## src/rtl/dmah_pkg.sv

```systemverilog
package dmah_pkg;
    localparam int DEF_NCH = 4;
    localparam int LVL_W   = 8;

    typedef logic [LVL_W-1:0] lvl_t;

    typedef struct packed {
        lvl_t level;
        lvl_t trig;
    } fifo_view_t;

    typedef enum logic [0:0] {
        DIR_RX = 1'b0,
        DIR_TX = 1'b1
    } dir_e;

    function automatic logic tx_room(fifo_view_t v);
        return v.level <= v.trig;
    endfunction

    function automatic logic rx_ready(fifo_view_t v);
        return v.level >= v.trig;
    endfunction
endpackage

```

## src/rtl/dmah_arbiter.sv

```systemverilog
module dmah_arbiter #(
    parameter int NCH = dmah_pkg::DEF_NCH
) (
    input  logic [NCH-1:0] ack_n,
    input  logic           addr_en,
    output logic [NCH-1:0] grant,
    output logic           any_active
);
    logic [NCH-1:0] want;
    logic           found;

    assign want = ~ack_n & {NCH{addr_en}};

    always_comb begin
        grant = '0;
        found = 1'b0;
        for (int i = 0; i < NCH; i++) begin
            if (want[i] && !found) begin
                grant[i] = 1'b1;
                found    = 1'b1;
            end
        end
    end

    assign any_active = found;
endmodule

```

## src/rtl/dmah_req_chan.sv

```systemverilog
module dmah_req_chan
    import dmah_pkg::*;
#(
    parameter dir_e DIR = DIR_TX
) (
    input  logic       clk,
    input  logic       rst,
    input  logic       en,
    input  logic       tc_hit,
    input  fifo_view_t view,
    output logic       drq
);
    logic arm_cond, arm_cond_q, en_q, drop;

    generate
        if (DIR == DIR_TX) begin : g_tx
            assign arm_cond = tx_room(view);
            assign drop     = ~arm_cond;
        end else begin : g_rx
            assign arm_cond = rx_ready(view);
            assign drop     = (view.level == '0);
        end
    endgenerate

    always_ff @(posedge clk) begin
        if (rst) begin
            drq        <= 1'b0;
            arm_cond_q <= 1'b0;
            en_q       <= 1'b0;
        end else begin
            arm_cond_q <= arm_cond;
            en_q       <= en;
            if (!en || tc_hit || drop)
                drq <= 1'b0;
            else if (arm_cond && (!arm_cond_q || !en_q))
                drq <= 1'b1;
        end
    end
endmodule

```

## src/rtl/dmah_status.sv

```systemverilog
module dmah_status #(
    parameter int NCH = dmah_pkg::DEF_NCH,
    localparam int SW = 2 * NCH
) (
    input  logic [NCH-1:0] tx_ready_n,
    input  logic [NCH-1:0] rx_ready_n,
    input  logic           stat_sel_n,
    output logic           stat_oe,
    output logic [SW-1:0]  stat_byte
);
    assign stat_oe   = ~stat_sel_n;
    assign stat_byte = stat_oe ? {rx_ready_n, ~tx_ready_n} : '0;
endmodule

```

## src/rtl/dma_handshake_ctrl.sv

```systemverilog
module dma_handshake_ctrl
    import dmah_pkg::*;
#(
    parameter int NCH = DEF_NCH,
    localparam int LW = LVL_W,
    localparam int VW = NCH * LW,
    localparam int SW = 2 * NCH
) (
    input  logic           clk,
    input  logic           rst,
    input  logic [NCH-1:0] ack_n,
    input  logic           addr_en,
    input  logic           term_cnt,
    input  logic           cs_n,
    input  logic           host_wr,
    input  logic           host_rd,
    input  logic [NCH-1:0] tx_dma_en,
    input  logic [NCH-1:0] rx_dma_en,
    input  logic [VW-1:0]  tx_level,
    input  logic [VW-1:0]  tx_trig,
    input  logic [VW-1:0]  rx_level,
    input  logic [VW-1:0]  rx_trig,
    input  logic [NCH-1:0] tx_ready_n,
    input  logic [NCH-1:0] rx_ready_n,
    input  logic           stat_sel_n,
    output logic [NCH-1:0] tx_drq,
    output logic [NCH-1:0] rx_drq,
    output logic [NCH-1:0] tx_push,
    output logic [NCH-1:0] rx_pop,
    output logic           reg_cs,
    output logic           stat_oe,
    output logic [SW-1:0]  stat_byte
);
    logic [NCH-1:0] grant;
    logic           any_active;
    logic           tc_q, tc_rise;

    dmah_arbiter #(.NCH(NCH)) u_arb (
        .ack_n      (ack_n),
        .addr_en    (addr_en),
        .grant      (grant),
        .any_active (any_active)
    );

    always_ff @(posedge clk) begin
        if (rst) tc_q <= 1'b0;
        else     tc_q <= term_cnt;
    end
    assign tc_rise = term_cnt & ~tc_q;

    assign tx_push = grant & {NCH{host_wr}};
    assign rx_pop  = grant & {NCH{host_rd}};
    assign reg_cs  = ~cs_n & ~any_active;

    for (genvar i = 0; i < NCH; i++) begin : g_ch
        fifo_view_t tv, rv;
        assign tv = {tx_level[i*LW +: LW], tx_trig[i*LW +: LW]};
        assign rv = {rx_level[i*LW +: LW], rx_trig[i*LW +: LW]};

        dmah_req_chan #(.DIR(DIR_TX)) u_tx (
            .clk    (clk),
            .rst    (rst),
            .en     (tx_dma_en[i]),
            .tc_hit (tc_rise & grant[i]),
            .view   (tv),
            .drq    (tx_drq[i])
        );

        dmah_req_chan #(.DIR(DIR_RX)) u_rx (
            .clk    (clk),
            .rst    (rst),
            .en     (rx_dma_en[i]),
            .tc_hit (tc_rise & grant[i]),
            .view   (rv),
            .drq    (rx_drq[i])
        );
    end

    dmah_status #(.NCH(NCH)) u_stat (
        .tx_ready_n (tx_ready_n),
        .rx_ready_n (rx_ready_n),
        .stat_sel_n (stat_sel_n),
        .stat_oe    (stat_oe),
        .stat_byte  (stat_byte)
    );
endmodule

```

## config.mk

```make
export PLATFORM = sky130hd
export DESIGN_NAME = dma_handshake_ctrl
export DESIGN_NICKNAME = d
export VERILOG_FILES = /design/src/rtl/dmah_pkg.sv /design/src/rtl/dmah_arbiter.sv /design/src/rtl/dmah_req_chan.sv /design/src/rtl/dmah_status.sv /design/src/rtl/dma_handshake_ctrl.sv
export SDC_FILE = /design/constraint.sdc
export NUM_CORES = 1
export LEC_CHECK = 0
export BUFFER_PORTS_ARGS = -buffer_cell sky130_fd_sc_hd__buf_2
export CORE_MARGIN = 5
export CORE_UTILIZATION = 42
export CTS_CLUSTER_SIZE = 40
export DETAILED_ROUTE_END_ITERATION = 16
export HOLD_SLACK_MARGIN = 0.02
export PLACE_DENSITY = 0.81
export SETUP_SLACK_MARGIN = 0.3
export SYNTH_ARGS = -nofsm -noshare
export SYNTH_HDL_FRONTEND = slang
export SYNTH_SLANG_ARGS = --single-unit
```

## constraint.sdc

```tcl
create_clock -name clk -period 1.1 [get_ports clk]
set_input_delay 0 -clock clk [delete_from_list [all_inputs] [get_ports clk]]
set_output_delay 0 -clock clk [all_outputs]
set_load 0.03 [all_outputs]
```

==> impl_metrics.env, run 1 <==
export IMPL_outcome="complete, but fails checks"
export IMPL_failed_checks="hold timing"
export IMPL_setup_violations=0
export IMPL_clk_insertion_delay_late_ns=0.26
export IMPL_grt_overflow_total=0
export IMPL_core_region_area_mm2=0.00599
export IMPL_ys_seq_elements=25
export IMPL_yosys_warnings=0
export IMPL_dr_total_vias=2925
export IMPL_synth_fa_ha_area_frac=0.305
export IMPL_hold_path_class="primary input to register"
export IMPL_grt_pass1_wl_um=11800
export IMPL_antenna_found_initial=0
export IMPL_avgSynthCellArea_um2=7.65
export IMPL_finalPower_uw=2880
export IMPL_boundaryPins=182
export IMPL_fin_crit_sh=0.883
export IMPL_fin_nets=745
export IMPL_cts_tree="done"
export IMPL_synthesis_area_mm2=0.00263
export IMPL_fill_cells=489
export IMPL_synth_xor_area_frac=0
export IMPL_track_usage=0.184
export IMPL_dp_hpwl_um=6770
export IMPL_placed_area_mm2=0.00386
export IMPL_muxShareOfSynthArea=0
export IMPL_setup_tns_ns=0
export IMPL_cts_num_sinks=25
export IMPL_drc=0
export IMPL_hold_buffers=2
export IMPL_cp_cell_sequence="nand3b_1 -> buf_6 -> o2111ai_2 -> a31oi_1"
export IMPL_power_density_mw_per_mm2=681
export IMPL_clockBufferDepth=2
export IMPL_worst_path_max_delay_cell="dfxtp_1"
export IMPL_cts_root_buf="clkbuf_8"
export IMPL_crit_path_max_fanout=6
export IMPL_drive_gt1_frac=0.511
export IMPL_dieHeight_um=89.1
export IMPL_rsz0062_at_grt="true"
export IMPL_finalHoldViolCount=1
export IMPL_cts_max_level=1
export IMPL_worstSetupStartpointType="register"
export IMPL_dieArea_mm2=0.00793
export IMPL_tightestPinTransition_ns=0.389
export IMPL_viasPerCell=4.88
export IMPL_seq_area_frac_synth=0.191
export IMPL_num_antenna_cells=0
export IMPL_area_growth_pct=61.3
export IMPL_report_final_slew_viol_count=0
export IMPL_cpPeakStageDelay_ns=0.31
export IMPL_syn_inst=343
export IMPL_drt_iter0_drc=63
export IMPL_path_buf_inv=1
export IMPL_ys_types=31
export IMPL_end_kind="register"
export IMPL_ant_nets=0
export IMPL_std_cell_rows=28
export IMPL_synth_simple_area_share=0.223
export IMPL_crit_required_ns=1.25
export IMPL_grt_pass1_vias=2942
export IMPL_crit_family="flip-flops"
export IMPL_wl_per_cell_um=13.1
export IMPL_path_class="register to register"
export IMPL_hold_slack_ns=-0.00102
export IMPL_fmax_ghz=1.03
export IMPL_worst_endpoint_arrival_ns=1.12
export IMPL_fin_worst_skew_ns=0.00111
export IMPL_slew_headroom=0.741
export IMPL_design_area_mm2=0.00424
export IMPL_cts_clk_slew_worst_paths_ns=0.09
export IMPL_gp_congestion=0.834
export IMPL_firstDrtPassIters=4
export IMPL_portBuffers=181
export IMPL_leakage_uw=0.00220
export IMPL_dieWidth_um=89.1
export IMPL_numCtsBuffers=3
export IMPL_initial_utilization=0.438
export IMPL_syn_nets=563
export IMPL_synth_top_family_by_area="adder cells"
export IMPL_finalWirelength_um=7860
export IMPL_drv_cap=0
export IMPL_min_period_ns=0.971
export IMPL_grt_max_degree=18
export IMPL_synth_compound_area_share=0.149
export IMPL_vdd_drop_max_mv=0.509
==> state kept, by name, indices dropped and copies added (netlist names) <==
register	flops
g_ch.u_rx.arm_cond_q	4
g_ch.u_rx.drq	4
g_ch.u_rx.en_q	4
g_ch.u_tx.arm_cond_q	4
g_ch.u_tx.drq	4
g_ch.u_tx.en_q	4
tc_q	1
==> where the power goes <==
part           total, uW  switching, uW  leakage, uW  internal (uW)
Clock                538            285    0.0000255            253
Sequential           999           27.4     0.000210            972
Combinational       1350            679      0.00197            668
==> cell usage in the layout, fill, tap and decap left out, types with 4 or more instances in the layout <==
cell type,count
ha_4,19
nor2b_1,18
ha_1,45
dfxtp_1,19
buf_6,12
inv_2,5
buf_2,162
nor4_1,8
nand2b_4,4
a21oi_2,8
nor3_1,6
inv_12,5
nand4_1,10
a211oi_2,4
nor2_1,17
o211ai_1,6
nor3_2,4
nand2_1,25
buf_4,12
o21a_1,4
inv_1,55
o21ai_1,8
o21ai_0,4
inv_6,4
dfxtp_2,6
a21oi_1,20
==> layer usage <==
layer	wire, um	global-route usage	up-vias
li1	-	-	1527
met1	2900	0.196	1288
met2	4290	0.367	100
met3	566	0.0313	10
met4	109	0.0487	0
met5	0	0	-
==> what timing repair did <==
item / 4_1_cts / 5_1_grt
setup endpoints to repair: 20 / 27
endpoints found under the hold margin: 8 / 5
setup buffers: 1 / 4
gates resized for setup: 25 / 43
pin swaps: 3 / 20
==> Yosys cell counts <==
cell type  count  area, um^2
nand3_1        3        15.0
nor4_2         1        12.5
a21oi_1       30         150
nor2_1        17        63.8
and3b_4        1        12.5
o21a_1         4        30.0
a211oi_1       5        37.5
nor3_1        10        50.1
inv_1         70         263
buf_4          8        60.1
buf_6          2        22.5
o21ai_0       12        60.1
nand2b_1       5        31.3
o211ai_1       6        45.0
nor4_1         8        50.1
a31o_2         1        8.76
nand3b_1       2        15.0
a31oi_1        1        6.26
nand3_2        1        10.0
nand4_1       10        62.6
and2_2         2        15.0
nor2b_1       20         125
nand2_1       25        93.8
and3_1         1        6.26
o221ai_1       3        26.3
ha_1          64         801
o2111ai_1      3        26.3
dfxtp_1       25         500
nor2b_2        1        8.76
clkbuf_1       1        3.75
nor3b_2        1        12.5
==> layout make-up <==
type | count | area (um^2) | area share
tap | 75 | 93.8 | 0.0222
multi-input combinational | 237 | 2180 | 0.516
sequential | 25 | 508 | 0.120
inverter | 70 | 348 | 0.0821
clock buffer | 3 | 41.3 | 0.00975
timing repair buffer | 188 | 1060 | 0.249
clock inverter | 1 | 5.00 | 0.00118
==> final timing paths <==
path	startpoint	end	slack, ns	cells after the start
hold reg to reg	g_ch[3].u_rx.drq$_SDFFE_PP0P_	g_ch[3].u_rx.drq$_SDFFE_PP0P_	0.49	2
setup / recovery	tc_q$_SDFF_PP0_	g_ch[2].u_rx.drq$_SDFFE_PP0P_	0.13	4
setup reg to reg	tc_q$_SDFF_PP0_	g_ch[2].u_rx.drq$_SDFFE_PP0P_	0.13	4
hold / removal	tx_dma_en[3]	g_ch[3].u_tx.en_q$_SDFF_PP0_	-0.001	2
==> worst register-to-register path: cells and delay by family (launching register included) <==
family          cells  cell delay (ns)
flops               1             0.31
compound gates      2             0.23
simple gates        1             0.16
buf+inv             1             0.15
==> cell families after synthesis <==
family                     count (synthesis)
buffers and inverters                     81
DFF                                       25
AOI/OAI and AO/OA                         65
adders and majority gates                 64
and+or+nand+nor                          108
==> per-stage QoR <==
step | utilization | cells | worst slack, ns
2_1_floorplan | - | 343 | 0.228
3_3_place_gp | 0.644 | 588 | 0.0129
3_5_place_dp | 0.644 | 588 | -0.0348
4_1_cts | 0.672 | 595 | 0.147
5_1_grt | 0.707 | 599 | 0.0980
6_report | 0.707 | 599 | 0.129
(Power assumes the default switching activity.)
==> run 2, diff against run 1 <==
- RECOVER_POWER: default -> 100
==> run 2 against run 1 <==
  * The flow still finishes with violations (hold timing)
  * First-iteration DRC count is 13% lower
  * Combinational power is 4% lower
  * Setup slack worse by 0.040 ns
  * Critical path type unchanged
  * Clock-buffer cell count stayed put
  * Fmax is 3.9% lower
  * Sequential cell count stayed put
  * Via count is 0.48% lower
  * Register-to-register slack worse by 0.04 ns
==> impl_metrics.env, run 2 (same netlist as run 1, synthesis figures left out) <==
export IMPL_outcome="complete, but fails checks"
export IMPL_failed_checks="hold timing"
export IMPL_slew_headroom=0.413
export IMPL_r2r_start="tc_q$_SDFF_PP0_"
export IMPL_reg2reg_depth=4
export IMPL_cts_tree="done"
export IMPL_grt_pass1_vias=2942
export IMPL_cts_root_buf="clkbuf_8"
export IMPL_dieHeight_um=89.1
export IMPL_tightestPinTransition_ns=0.881
export IMPL_numCtsBuffers=3
export IMPL_drc=0
export IMPL_rsz0062_at_grt="true"
export IMPL_crit_required_ns=1.24
export IMPL_regToRegSetupSlack_ns=0.09
export IMPL_initial_utilization=0.438
export IMPL_grt_overflow_total=0
export IMPL_hold_path_class="primary input to register"
export IMPL_crit_path_max_fanout=6
export IMPL_viasPerCell=4.86
export IMPL_setup_worst_path_end="g_ch[2].u_rx.drq$_SDFFE_PP0P_"
export IMPL_path_class="register to register"
export IMPL_report_final_slew_viol_count=0
export IMPL_worst_endpoint_arrival_ns=1.15
export IMPL_vdd_drop_max_mv=0.504
export IMPL_dieWidth_um=89.1
export IMPL_finalWirelength_um=7880
export IMPL_dp_hpwl_um=6770
export IMPL_clockBufferDepth=2
export IMPL_portBuffers=181
export IMPL_drt_iter0_drc=55
export IMPL_wl_per_cell_um=13.2
export IMPL_leakage_uw=0.00210
export IMPL_fmax_ghz=0.989
export IMPL_dr_total_vias=2911
export IMPL_min_period_ns=1.01
export IMPL_antenna_found_initial=0
export IMPL_placed_cells=588
export IMPL_crit_start="tc_q$_SDFF_PP0_"
export IMPL_cts_num_sinks=25
export IMPL_track_usage=0.184
export IMPL_ant_nets=0
export IMPL_worstSetupStartpointType="register"
export IMPL_layout_commonest_cell="buf_2"
export IMPL_most_common_layout_cells="buf_2 (144), inv_1 (55), ha_1 (45), nand2_1 (25), dfxtp_1 (25)"
export IMPL_drive_gt1_frac=0.437
export IMPL_finalHoldViolCount=1
export IMPL_clk_insertion_delay_late_ns=0.27
export IMPL_boundaryPins=182
export IMPL_std_cell_rows=28
export IMPL_grt_max_degree=18
export IMPL_gp_congestion=0.834
export IMPL_hold_slack_ns=-0.00282
export IMPL_r2r_end="g_ch[2].u_rx.drq$_SDFFE_PP0P_"
export IMPL_cts_max_level=1
export IMPL_fin_cells=599
export IMPL_hold_depth=2
export IMPL_num_antenna_cells=0
export IMPL_firstDrtPassIters=4
export IMPL_core_region_area_mm2=0.00599
export IMPL_end_kind="register"
export IMPL_fin_crit_sh=0.919
export IMPL_drv_cap=0
export IMPL_setup_violations=0
export IMPL_power_density_mw_per_mm2=689
export IMPL_dieArea_mm2=0.00793
export IMPL_area_growth_pct=57.2
export IMPL_fin_nets=745
export IMPL_grt_pass1_wl_um=11800
export IMPL_fin_worst_skew_ns=0.00161
export IMPL_hold_buffers=2
export IMPL_cts_clk_slew_worst_paths_ns=0.09
## run 2: worst min-delay path by stage
| stage | from | to | slack, ns |
|---|---|---|---|
| finish | tx_dma_en[3] | g_ch[3].u_tx.en_q$_SDFF_PP0_ | -0.003 |
| global route | tx_dma_en[0] | g_ch[0].u_tx.en_q$_SDFF_PP0_ | -0.005 |
| CTS | tx_dma_en[3] | g_ch[3].u_tx.en_q$_SDFF_PP0_ | -0.004 |
| detailed placement | term_cnt | tc_q$_SDFF_PP0_ | 0.25 |
| global placement | term_cnt | tc_q$_SDFF_PP0_ | 0.25 |
| floorplan | rst | g_ch[3].u_tx.en_q$_SDFF_PP0_ | 0.08 |
## run 2: stage by stage
step                instance area, um^2   util  worst slack [ns]  TNS (ns)  total power (uW)
floorplan                          2950      -             0.228         0              1730
global route                       4130  0.689            0.0692         0              3060
global placement                   3860  0.644            0.0129         0              2170
finish                             4130  0.689            0.0892         0              2840
CTS                                4020  0.672             0.147         0              2810
detailed placement                 3860  0.644           -0.0348   -0.0601              2220
## run 2: power by group
group | leakage [uW] | switching [uW] | internal, uW
Clock | 0.0000255 | 291 | 253
Sequential | 0.000207 | 26.0 | 969
Combinational | 0.00187 | 664 | 641
## run 2: what timing repair did
action | 4_1_cts | 5_1_grt
setup buffers | 1 | 4
endpoints found under the hold margin | 8 | 5
pin swaps | 3 | 20
resized for setup | 25 | 43
endpoints found under the setup margin | 20 | 27
## run 2: layout make-up
type | count | area, um^2
fill | 525 | 1860
clock inverter | 1 | 5.00
sequential | 25 | 500
timing repair buffer | 188 | 1020
tap | 75 | 93.8
clock buffer | 3 | 41.3
multi-input combinational | 237 | 2120
inverter | 70 | 348
## run 2: worst max-delay path, cell delays in order, from the launching register on
cell,delay [ns]
dfxtp_1,0.31
nand3b_1,0.16
buf_6,0.15
o2111ai_1,0.20
a31oi_1,0.06
## run 2: metal layers
metal,share of wire,global-route usage,up-vias
met1,0.37,0.196,1274
met5,0,0,-
met4,0.014,0.0487,0
met3,0.074,0.0313,11
li1,-,-,1527
met2,0.54,0.367,99
==> run 3, diff against run 2 <==
==> constraint.sdc (replaced) <==
create_clock -name clk -period 1.1 [get_ports clk]
set_input_delay 0.165 -clock clk [delete_from_list [all_inputs] [get_ports clk]]
set_output_delay 0.165 -clock clk [all_outputs]
set_load 0.03 [all_outputs]
==> run 3 against run 2 <==
  * The flow finishes with violations (setup timing)
  * Core utilization up 15 points
  * Via count up 12%
  * Global-route usage up 4.0 points
  * Setup slack worse by 0.17 ns
  * Clock power down 1%
  * Sequential share of layout area down 2.0 points
  * Clock-buffer cell count up 1
  * Clock skew up 0.0047 ns
  * Sequential cell count unchanged
  * Sequential power about the same
  * Non-clock buffer count up 24
  * Worst hold slack better by 0.17 ns
==> impl_metrics.env, run 3 (same netlist as run 1, synthesis figures left out) <==
export IMPL_outcome="complete, but fails checks"
export IMPL_failed_checks="setup timing"
export IMPL_drive_gt1_frac=0.606
export IMPL_dieWidth_um=89.1
export IMPL_drc=0
export IMPL_fin_util=0.834
export IMPL_power_density_mw_per_mm2=654
export IMPL_r2r_end="g_ch[0].u_tx.drq$_SDFFE_PP0P_"
export IMPL_finalPower_uw=3270
export IMPL_ant_nets=0
export IMPL_rsz0062_at_grt="true"
export IMPL_slew_headroom=0.723
export IMPL_firstDrtPassIters=4
export IMPL_std_cell_rows=28
export IMPL_grt_pass1_vias=3390
export IMPL_clockBufferDepth=2
export IMPL_setup_tns_ns=-0.0764
export IMPL_crit_path_max_fanout=2
export IMPL_layout_commonest_cell="buf_2"
export IMPL_leakage_uw=0.00239
export IMPL_finalWirelength_um=10600
export IMPL_fin_crit_sh=1.07
export IMPL_cts_root_buf="clkbuf_8"
export IMPL_core_region_area_mm2=0.00599
export IMPL_drv_cap=0
export IMPL_hold_path_class="primary input to register"
export IMPL_viasPerCell=5.24
export IMPL_dieArea_mm2=0.00793
export IMPL_crit_required_ns=1.26
export IMPL_most_common_layout_cells="buf_2 (119), inv_1 (42), buf_6 (40), ha_4 (33)"
export IMPL_grt_overflow_total=0
export IMPL_dieHeight_um=89.1
export IMPL_antenna_found_initial=0
export IMPL_worstHoldStart="rx_dma_en[3]"
export IMPL_hold_end="g_ch[3].u_rx.en_q$_SDFF_PP0_"
export IMPL_clk_insertion_delay_late_ns=0.27
export IMPL_boundaryPins=182
export IMPL_path_class="primary input to register"
export IMPL_cts_clk_slew_worst_paths_ns=0.08
export IMPL_hold_depth=2
export IMPL_tightestPinTransition_ns=0.417
export IMPL_finalHoldViolCount=0
export IMPL_report_final_slew_viol_count=0
export IMPL_fin_worst_skew_ns=0.00629
export IMPL_vdd_drop_max_mv=0.549
export IMPL_setup_ws_ns=-0.0764
export IMPL_drt_iter0_drc=62
export IMPL_end_kind="register"
export IMPL_grt_max_degree=17
export IMPL_worstSetupStartpointType="primary input"
export IMPL_dr_total_vias=3266
export IMPL_fin_nets=769
export IMPL_hold_buffers=0
export IMPL_area_growth_pct=90.4
export IMPL_wl_per_cell_um=17.1
export IMPL_initial_utilization=0.438
export IMPL_reg2reg_depth=4
export IMPL_cts_tree="done"
export IMPL_numCtsBuffers=3
export IMPL_fmax_ghz=0.850
export IMPL_portBuffers=181
export IMPL_setup_violations=1
export IMPL_track_usage=0.224
export IMPL_min_period_ns=1.18
export IMPL_gp_congestion=0.797
export IMPL_worst_endpoint_arrival_ns=1.34
export IMPL_cts_num_sinks=25
export IMPL_regToRegSetupSlack_ns=0.05
export IMPL_r2r_start="tc_q$_SDFF_PP0_"
export IMPL_dp_hpwl_um=7250
export IMPL_num_antenna_cells=0
export IMPL_cts_max_level=1
export IMPL_grt_pass1_wl_um=14100
## run 3: cell count changes in the layout (fill, tap and decap cells not counted), moves of 6 or more
cell	change
ha_4	+14
buf_6	+29
clkbuf_1	-12
inv_1	-13
buf_8	+8
nor2b_1	-6
buf_2	-25
inv_2	+12
clkbuf_2	+7
ha_1	-17
buf_4	+19
nor2_1	-10
nor2_4	+9
## run 3: repair_timing
action / 4_1_cts / 5_1_grt
endpoints found under the setup margin: 42 / 37
resized for setup: 148 / 56
setup buffers: 13 / 6
pin swaps: 50 / 36
gates cloned: 0 / 0
endpoints found under the hold margin: 0 / 0
## run 3: layer usage
metal  GRT usage  vias up  wire [um]  share of wire
met2       0.486      130       5930           0.56
met1       0.203     1533       3620           0.34
met3      0.0581       23        854          0.080
met5           0        -          0              0
met4      0.0365        0        246          0.023
li1            -     1580          -              -
## run 3: area by class of cell
class                   instances  area [um^2]
flip-flops and latches         25          504
inverters                      70          363
well taps                      75         93.8
clock buffers                   4         45.0
multi-input cells             237         2540
fillers                       372          992
repair buffers                212         1450
## run 3: worst max path at each step
| stage | from | slack [ns] | cells after the start | endpoint |
|---|---|---|---|---|
| final | tx_level[2] | -0.08 | 5 | g_ch[0].u_tx.arm_cond_q$_SDFF_PP0_ |
| after global routing | tx_trig[2] | -0.12 | 6 | g_ch[0].u_tx.arm_cond_q$_SDFF_PP0_ |
| after CTS | ack_n[0] | 0.06 | 5 | rx_pop[3] |
| after detailed placement | rx_trig[10] | -0.21 | 7 | g_ch[1].u_rx.drq$_SDFFE_PP0P_ |
| after global placement | rx_trig[17] | -0.14 | 7 | g_ch[2].u_rx.drq$_SDFFE_PP0P_ |
| after floorplan | tx_trig[26] | 0.07 | 5 | g_ch[3].u_tx.drq$_SDFFE_PP0P_ |
## run 3: critical path, stage by stage
cell and delay, ns:
buf_6 0.09, ha_1 0.30, nand4_1 0.23, o21a_1 0.28
nor3_1 0.27
## run 3: power by group
| group | total, uW | internal [uW] | switching, uW |
|---|---|---|---|
| Combinational | 1740 | 889 | 848 |
| Sequential | 996 | 970 | 25.8 |
| Clock | 537 | 259 | 278 |
## run 3: stage by stage
stage          instance area, um^2  cells  setup slack, ns  hold WS (ns)
2_1_floorplan                 3090    343           0.0683         0.245
3_3_place_gp                  4090    600           -0.142         0.403
3_5_place_dp                  4090    600           -0.210         0.419
4_1_cts                       4840    617           0.0565         0.163
5_1_grt                       5000    623           -0.116         0.166
6_report                      5000    623          -0.0764         0.164
